===== config.mk =====
export PLATFORM = sky130hd
export DESIGN_NAME = timer_bank
export DESIGN_NICKNAME = d
export VERILOG_FILES = /design/src/rtl/timer_bank_pkg.sv /design/src/rtl/timer_bank_chan.sv /design/src/rtl/timer_bank_free.sv /design/src/rtl/timer_bank.sv
export SDC_FILE = /design/constraint.sdc
export NUM_CORES = 1
export LEC_CHECK = 0
export ABC_AREA = 1
export BUFFER_PORTS_ARGS = -buffer_cell sky130_fd_sc_hd__buf_2
export CAP_MARGIN = 20
export CORE_UTILIZATION = 50
export CTS_BUF_LIST = sky130_fd_sc_hd__clkbuf_2
export DETAILED_ROUTE_END_ITERATION = 8
export PLACE_DENSITY = 0.7
export SYNTH_ARGS = -nofsm -noshare
export SYNTH_HDL_FRONTEND = slang
export SYNTH_SLANG_ARGS = --single-unit

===== constraint.sdc =====
create_clock -name clk -period 1.55 [get_ports clk]
set_input_delay 0.155 -clock clk [delete_from_list [all_inputs] [get_ports clk]]
set_output_delay 0.155 -clock clk [all_outputs]
set_load 0.01 [all_outputs]

===== src/rtl/timer_bank_pkg.sv =====
package timer_bank_pkg;
   localparam int NCH      = 3;
   localparam int DW       = 32;
   localparam int CTL_RUN  = 7;
   localparam int CTL_PER  = 6;
   localparam int CTL_FAST = 3;
   localparam int HI_EN    = 8;
   localparam int FREE_LO_WORD = 12;
   localparam int FREE_HI_WORD = 13;

   typedef enum logic [1:0] {
      SLOT_LOAD  = 2'd0,
      SLOT_VALUE = 2'd1,
      SLOT_CTRL  = 2'd2,
      SLOT_ACK   = 2'd3
   } slot_e;

   typedef struct packed {
      logic run;
      logic per;
      logic fast;
   } chan_cfg_t;
endpackage


===== src/rtl/timer_bank_chan.sv =====
module timer_bank_chan
   import timer_bank_pkg::*;
#(
   parameter int W = 16
) (
   input  logic         clk,
   input  logic         rst_n,
   input  logic         ld_we,
   input  logic         ctrl_we,
   input  logic         ack_we,
   input  logic [W-1:0] ld_data,
   input  chan_cfg_t    cfg_in,
   input  logic         tick_slow,
   input  logic         tick_fast,
   output logic [W-1:0] value,
   output logic [W-1:0] load_q,
   output chan_cfg_t    cfg,
   output logic         irq,
   output logic         uflow
);
   logic tick;

   assign tick  = cfg.fast ? tick_fast : tick_slow;
   assign uflow = cfg.run && tick && (value == '0);

   always_ff @(posedge clk or negedge rst_n) begin
      if (!rst_n) begin
         value  <= '0;
         load_q <= '0;
         cfg    <= '0;
         irq    <= 1'b0;
      end else begin
         if (ctrl_we) cfg <= cfg_in;
         if (ld_we) load_q <= ld_data;
         if (cfg.run && tick) begin
            if (value == '0) value <= cfg.per ? load_q : '1;
            else             value <= value - 1'b1;
         end else if (ld_we && !cfg.run) begin
            value <= ld_data;
         end
         if (uflow)       irq <= 1'b1;
         else if (ack_we) irq <= 1'b0;
      end
   end
endmodule


===== src/rtl/timer_bank_free.sv =====
module timer_bank_free #(
   parameter int W = 40
) (
   input  logic         clk,
   input  logic         rst_n,
   input  logic         hi_we,
   input  logic         en_in,
   input  logic         tick,
   output logic [W-1:0] cnt,
   output logic         en
);
   always_ff @(posedge clk or negedge rst_n) begin
      if (!rst_n) begin
         cnt <= '0;
         en  <= 1'b0;
      end else begin
         if (hi_we) en <= en_in;
         if (hi_we && en_in && !en) cnt <= '0;
         else if (en && tick)       cnt <= cnt + 1'b1;
      end
   end
endmodule


===== src/rtl/timer_bank.sv =====
module timer_bank
   import timer_bank_pkg::*;
#(
   parameter int ADDR_W     = 4,
   parameter int CH_W [NCH] = '{16, 16, 32},
   parameter int FREE_W     = 40
) (
   input  logic              clk,
   input  logic              rst_n,
   input  logic              bus_wr,
   input  logic [ADDR_W-1:0] bus_addr,
   input  logic [DW-1:0]     bus_wdata,
   output logic [DW-1:0]     bus_rdata,
   input  logic              tick_slow,
   input  logic              tick_fast,
   input  logic              tick_free,
   output logic [NCH-1:0]    irq
);
   localparam int HI_BITS = FREE_W - DW;

   if (ADDR_W < 4) begin : g_bad_addr
      $error("timer_bank: ADDR_W must be at least 4");
   end
   if (HI_BITS < 1 || HI_BITS > HI_EN) begin : g_bad_free
      $error("timer_bank: FREE_W must lie in 33..40");
   end

   chan_cfg_t        cfg_in;
   logic [NCH-1:0]   uflow;
   logic [DW-1:0]    rd_load [NCH];
   logic [DW-1:0]    rd_val  [NCH];
   logic [DW-1:0]    rd_ctrl [NCH];
   logic [FREE_W-1:0] free_cnt;
   logic             free_en;
   logic             free_hi_we;
   logic [DW-1:0]    rd_hi;

   assign cfg_in = '{run: bus_wdata[CTL_RUN], per: bus_wdata[CTL_PER],
                     fast: bus_wdata[CTL_FAST]};

   for (genvar g = 0; g < NCH; g++) begin : g_ch
      localparam int W = CH_W[g];
      localparam logic [ADDR_W-1:0] A_LD   = ADDR_W'(4*g + int'(SLOT_LOAD));
      localparam logic [ADDR_W-1:0] A_CTRL = ADDR_W'(4*g + int'(SLOT_CTRL));
      localparam logic [ADDR_W-1:0] A_ACK  = ADDR_W'(4*g + int'(SLOT_ACK));

      if (W < 2 || W > DW) begin : g_bad_w
         $error("timer_bank: channel width out of range");
      end

      logic [W-1:0] value, load_q;
      chan_cfg_t    cfg;

      timer_bank_chan #(.W(W)) u_chan (
         .clk       (clk),
         .rst_n     (rst_n),
         .ld_we     (bus_wr && bus_addr == A_LD),
         .ctrl_we   (bus_wr && bus_addr == A_CTRL),
         .ack_we    (bus_wr && bus_addr == A_ACK),
         .ld_data   (bus_wdata[W-1:0]),
         .cfg_in    (cfg_in),
         .tick_slow (tick_slow),
         .tick_fast (tick_fast),
         .value     (value),
         .load_q    (load_q),
         .cfg       (cfg),
         .irq       (irq[g]),
         .uflow     (uflow[g])
      );

      assign rd_load[g] = DW'(load_q);
      assign rd_val[g]  = DW'(value);
      always_comb begin
         rd_ctrl[g]           = '0;
         rd_ctrl[g][CTL_RUN]  = cfg.run;
         rd_ctrl[g][CTL_PER]  = cfg.per;
         rd_ctrl[g][CTL_FAST] = cfg.fast;
      end
   end

   assign free_hi_we = bus_wr && bus_addr == ADDR_W'(FREE_HI_WORD);

   timer_bank_free #(.W(FREE_W)) u_free (
      .clk   (clk),
      .rst_n (rst_n),
      .hi_we (free_hi_we),
      .en_in (bus_wdata[HI_EN]),
      .tick  (tick_free),
      .cnt   (free_cnt),
      .en    (free_en)
   );

   always_comb begin
      rd_hi                = '0;
      rd_hi[HI_BITS-1:0]   = free_cnt[FREE_W-1:DW];
      rd_hi[HI_EN]         = free_en;
   end

   always_comb begin
      bus_rdata = '0;
      for (int c = 0; c < NCH; c++) begin
         if (bus_addr == ADDR_W'(4*c + int'(SLOT_LOAD)))  bus_rdata = rd_load[c];
         if (bus_addr == ADDR_W'(4*c + int'(SLOT_VALUE))) bus_rdata = rd_val[c];
         if (bus_addr == ADDR_W'(4*c + int'(SLOT_CTRL)))  bus_rdata = rd_ctrl[c];
      end
      if (bus_addr == ADDR_W'(FREE_LO_WORD)) bus_rdata = free_cnt[DW-1:0];
      if (bus_addr == ADDR_W'(FREE_HI_WORD)) bus_rdata = rd_hi;
   end
endmodule


After elaboration in Yosys (flattened, before gate mapping)

Index checks and enable logic that the tools add are counted.
Widths: inputs -> output; s select.

$add $sub $neg: 4
Equal/unequal tests: 13
Multiplexer cells: 34
Reduce and logical (&&, ||, !) cells: 37

Operators with widths:

| cell                  | count |
|---|---|
| $mux 32               | 14 |
| $mux 16               | 9 |
| $mux 40               | 2 |
| $add 40x1->40 const B | 1 |
| $logic_not 16->1      | 2 |
| $logic_not 32->1      | 1 |
| $sub 16x1->16 const B | 2 |
| $sub 32x1->32 const B | 1 |
| $eq 4x4->1 const B    | 6 |
| $logic_and 1x1->1     | 22 |
| $eq 4x3->1 const B    | 4 |
| $reduce_bool 2->1     | 7 |
| $mux 1                | 9 |
| $eq 4x2->1 const B    | 2 |
| $eq 4x1->1 const B    | 1 |
| $logic_not 1->1       | 4 |
| $logic_not 4->1       | 1 |

Input port bits: 42
Output and inout port bits: 35
Bits in registers: 181
Logic and storage cells: 108

Longest topological paths before layout

Depth after elaboration: 12
Gate-level depth with buffers: 12

Modules after synthesis

A second synthesis with hierarchy kept.

Cell total of the unflattened synthesis: 1,977
Area, all modules: 13,116.3 sq um

Modules (own cells, without submodules):

| module                               | area each (sq um) | sequential area each (sq um) | instances | cells an instance |
|---|---|---|---|---|
| timer_bank_chan (g_ch[2].u_chan)     | 4,558.1           | 1,701.6                      | 1         | 655 |
| timer_bank_chan (g_ch[0].u_chan ...) | 2,258.4           | 900.9                        | 2         | 315 |
| timer_bank_free                      | 2,637.5           | 1,026.0                      | 1         | 395 |
| timer_bank                           | 1,403.8           | 0.0                          | 1         | 297 |

Worst setup path before layout

No wires, ideal clock.

Path type: flip-flop to flip-flop
Start: reg g_ch[2].u_chan.value[0]
End: reg g_ch[2].u_chan.value[30]
Path slack: -0.082 ns
Data arrival time: 1.515 ns
Cell stages (with the launch flop): 10
Required time: 1.433 ns
Period minus slack after synthesis: 1.632 ns
Setup time: 0.117 ns
Cells stage by stage: dfrtp_1 > inv_1 > ha_1 > nand2_1 > nor2_2 > nand2_1 > o21ai_0 > nand3_1 > nand3_1 > nand2_1

Cells in the longest elaborated chain, start to end: 3
Elaborated cells between the ends (all ways): 4
Classes of those cells: 1 x add/sub; 2 x mux; 1 x reduce/logical

RTL lines:

| item                                              | RTL line                                     | text |
|---|---|---|
| start, declared                                   | timer_bank_chan.sv:15                        | `output logic [W-1:0] value,` |
| start signal, assigned                            | timer_bank_chan.sv:36                        | `if (value == '0) value <= cfg.per ? load_q : '1;` |
| start signal, assigned                            | timer_bank_chan.sv:37                        | `else value <= value - 1'b1;` |
| start signal, assigned                            | timer_bank_chan.sv:39                        | `value <= ld_data;` |
| $sub 32x1->32 or $logic_not 32->1 (tied branches) | timer_bank_chan.sv:37, timer_bank_chan.sv:36 |  |
| $mux 32 (*)                                       | timer_bank_chan.sv:36                        |  |
| $mux 32 (*)                                       | timer_bank_chan.sv:35                        | `if (cfg.run && tick) begin` |

Mark *: on every way between the ends. The rest lies on a longest branch, timed or not.
A chain may end at the register's enable or synchronous reset.

Worst setup path after layout

Start: reg g_ch[0].u_chan.value[7]
End: out bus_rdata[7]

Cells in the longest elaborated chain, start to end: 10

RTL lines:

| item                   | RTL line              | text |
|---|---|---|
| start, declared        | timer_bank_chan.sv:15 |  |
| start signal, assigned | timer_bank_chan.sv:36 |  |
| start signal, assigned | timer_bank_chan.sv:37 |  |
| start signal, assigned | timer_bank_chan.sv:39 |  |
| $mux 32                | timer_bank.sv:103     | `if (bus_addr == ADDR_W'(4*c + int'(SLOT_VALUE))) bus_rdata = rd_val[c];` |
| $mux 32                | timer_bank.sv:104     | `if (bus_addr == ADDR_W'(4*c + int'(SLOT_CTRL))) bus_rdata = rd_ctrl[c];` |
| $mux 32                | timer_bank.sv:102     | `if (bus_addr == ADDR_W'(4*c + int'(SLOT_LOAD))) bus_rdata = rd_load[c];` |
| $mux 32                | timer_bank.sv:103     |  |
| $mux 32                | timer_bank.sv:104     |  |
| $mux 32                | timer_bank.sv:102     |  |
| $mux 32                | timer_bank.sv:103     |  |
| $mux 32                | timer_bank.sv:104     |  |
| $mux 32                | timer_bank.sv:106     | `if (bus_addr == ADDR_W'(FREE_LO_WORD)) bus_rdata = free_cnt[DW-1:0];` |
| $mux 32                | timer_bank.sv:107     | `if (bus_addr == ADDR_W'(FREE_HI_WORD)) bus_rdata = rd_hi;` |
| end, declared          | timer_bank.sv:13      | `output logic [DW-1:0] bus_rdata,` |

No other way between the ends.

==> results.tsv <==
metric	value	unit
crit_path_start	g_ch[0].u_chan.value[7]	
clock_latency	850	ps
violations	negative setup slack	
critPathSlowestCell	dfrtp_1	
grt_setup_unrepaired	yes	
placed_cells	2605	
drive_gt1_share	45.49	%
grt_pass1_vias	15290	
r2r_setup_slack	-520	ps
max-vdd-ir-drop	1090	uV
gr-total-overflow	0	
fin_tns_setup	-47470	ps
die_x	159.7	um
drtIter0Drc	2317	
whs	47.16	ps
outcome	finished with violations	
n_fill_cell	1477	
fin_worst_skew	43.33	ps
netlist_instances	1914	
clock.fmax	407.6	MHz
max_stage_delay	480	ps
core_area	24320	um^2
max_slew.worst_pin.slew	598.4	ps
antenna_found_initial	1	
design_area	20410	um^2
period_minus_slack	2453	ps
path_class	reg -> out	
clockBufferDepth	2	
synth.avg_cell_area	6.494	um^2
crit_path_start_kind	register	
pin_count	77	
routedWlPerCell	21.35	um
grt_pass1_wl	84130	um
cts_sinks	181	
yosysSeqAreaShare	36.44	%
placed_cell_area	15780	um^2
reg2reg_from	g_ch[1].u_chan.value[0]	
grt_usage	42.73	%
path_cells	buf_6, nand2_2, nand3_2, nor2_2, nand4_1, nand2_1, nand4_1, buf_2	
totalWireLength	60440	um
syn_area	12430	um^2
utilization	83.91	%
cp-endpoint	bus_rdata[7]	
timing.rr.end	g_ch[1].u_chan.value[6]	
post_layout_nonfiller_instances	2831	
finalMaxSlewViolations	0	
initial_utilization	51.11	%
die-area	25490	um^2
drc	0	
cts_tree	done	
yosysWarnings	0	
ys_ff_latch	181	
p_leak	9.802	nW
timing.final.setup_violations	136	
critical_path.top_delay_family	simple AND/OR/NAND/NOR gates	
layout.nets	2543	
cp.required	1390	ps
area_delta_synth_final	64.18	%
maxCapViolCount	0	
grt_max_degree	59	
drtAntennaViolNets	0	
hp-class	in -> reg	
post-route-period-util	158.3	%
synth_cell_types	46	
drt_first_pass_iters	5	
cts_max_level	4	
critPathMaxFanout	2	
cts_root_buffer	clkbuf_2	
cp-end-kind	primary output	
slew_headroom	60.06	%
cts_made_buffers	17	
power_density	1387	nW/um^2
path_clk_slew	280	ps
cp.arrival	2300	ps
cp_common_cell	nand4_1	
post-place-ws	-330.8	ps
finalWeightedCongestion	0.9770	
cp.depth	8	
rows	57	
io_buffers	76	
hold_viol	0	
viasPerCell	5.995	
rr_worst_depth	14	
finalPower	28.30	mW
via_count	16970	
syn-num-nets	1963	
fp.dieH	159.7	um
place_hpwl	39210	um
fin_ws	-903.2	ps
critical_path_buf_inv_count	2	
==> cell type report <==
| cell class | count | area [um^2] | share of cell area, % |
|---|---|---|---|
| Clock buffer | 22 | 110.1 | 0.5395 |
| Antenna cell | 1 | 2.502 | 0.01226 |
| Inverter | 219 | 899.6 | 4.408 |
| Tap cell | 324 | 405.4 | 1.987 |
| Timing Repair Buffer | 626 | 5268 | 25.81 |
| Multi-Input combinational cell | 1449 | 9034 | 44.27 |
| Clock inverter | 9 | 152.6 | 0.7480 |
| Sequential cell | 181 | 4536 | 22.23 |
==> repair_timing <==
item                                   CTS  global route
setup endpoints to repair              124           136
gates cloned                             2             1
resized for setup                      319           463
buffers inserted                        92            73
endpoints found under the hold margin  334             0
pin swaps                              113           202
hold buffers                            43             0
==> worst min-delay path, stage by stage <==
cell and delay (ps):
buf_2 110, buf_4 110, nand2_1 90, nor3_1 180, buf_4 160, o22ai_2 80
==> cell usage after synthesis (all sizes together) <==
cell     count  area (um^2)
o221ai      18        157.7
nor3b        2        15.01
mux2         5        56.30
o21ai      202         1015
nand3      150        760.7
nand2      553         2101
a2bb2oi      1        8.760
a21oi       74        370.4
xor2        22        192.7
nor2       296         1207
o211ai       2        15.01
o2111ai      2        17.52
a22oi        5        37.54
or2          5        31.28
ha           7        87.58
buf         30        181.4
nor3        27        155.2
a31oi        3        18.77
xnor2        2        17.52
nand4       46        302.8
o21bai       4        30.03
dfrtp      181         4529
a22o         1        8.760
o21a         1        7.510
a211oi       2        15.01
o211a        2        20.02
nand3b       4        30.03
inv        219        822.0
o31ai        2        15.01
o22ai        8        50.05
a221oi       2        17.52
clkbuf      36        135.1
==> cells by family after synthesis <==
group | share of synthesized area [%]
flip-flops | 36.44
XOR/XNOR | 1.691
AND/OR/NAND/NOR | 37.03
multiplexers | 0.4530
AO/OA/AOI/OAI | 14.52
adder cells (fa/ha/maj) | 0.7046
buffers and inverters | 9.160
==> state kept, by name (all words and copies together) (netlist names) <==
| signal | flops |
|---|---|
| g_ch.u_chan.cfg | 9 |
| g_ch.u_chan.irq | 3 |
| g_ch.u_chan.load_q | 64 |
| g_ch.u_chan.value | 64 |
| u_free.cnt | 40 |
| u_free.en | 1 |
==> worst min path at each step <==
stage / slack [ps] / end / start / cells after the start
floorplan: -140 / g_ch[0].u_chan.cfg[0] / rst_n / 0
global placement: 90 / g_ch[1].u_chan.value[11] / rst_n / 1
detailed placement: 90 / g_ch[1].u_chan.value[11] / rst_n / 1
CTS: 9 / g_ch[2].u_chan.irq / bus_addr[2] / 7
global route: 40 / g_ch[1].u_chan.irq / bus_addr[2] / 6
finish: 50 / g_ch[1].u_chan.irq / bus_addr[1] / 6
==> report_power, final <==
part           total [mW]  internal (mW)  switching (mW)
Combinational        17.9           8.18            9.67
Sequential           7.48           6.17            1.31
Clock                2.96           1.08            1.88
Total                28.3           15.4            12.9
==> placed cells by master (no fill, tap or decap), types with 8 or more instances in the layout <==
cell type	netlist	final
buf_6	2	99
inv_6	0	8
o21ai_0	165	104
buf_12	0	18
nor2_1	275	181
dlygate4sd3_1	0	42
nand2_4	1	32
a21oi_1	74	25
inv_4	0	11
buf_4	8	393
o221ai_2	0	15
nor3_2	4	13
o21ai_1	36	61
nand4_1	45	45
buf_2	19	71
inv_1	206	151
a21oi_2	0	46
nand2_2	7	66
nand3_1	148	75
nand3_4	0	12
nand2_1	545	455
nor2_2	14	47
dfrtp_1	181	176
nor2_4	6	68
o21ai_2	1	33
nand3_2	2	63
clkbuf_2	0	22
xor2_1	22	19
inv_2	13	47
==> per-layer routing <==
layer,up-vias,share of wire [%],global-route usage [%]
li1,7394,-,-
met1,8015,38,59.84
met2,1259,44,65.56
met3,304,12,7.455
met4,0,5.7,17.22
met5,-,0,0
Note: power is estimated with default switching activity, not from simulation.
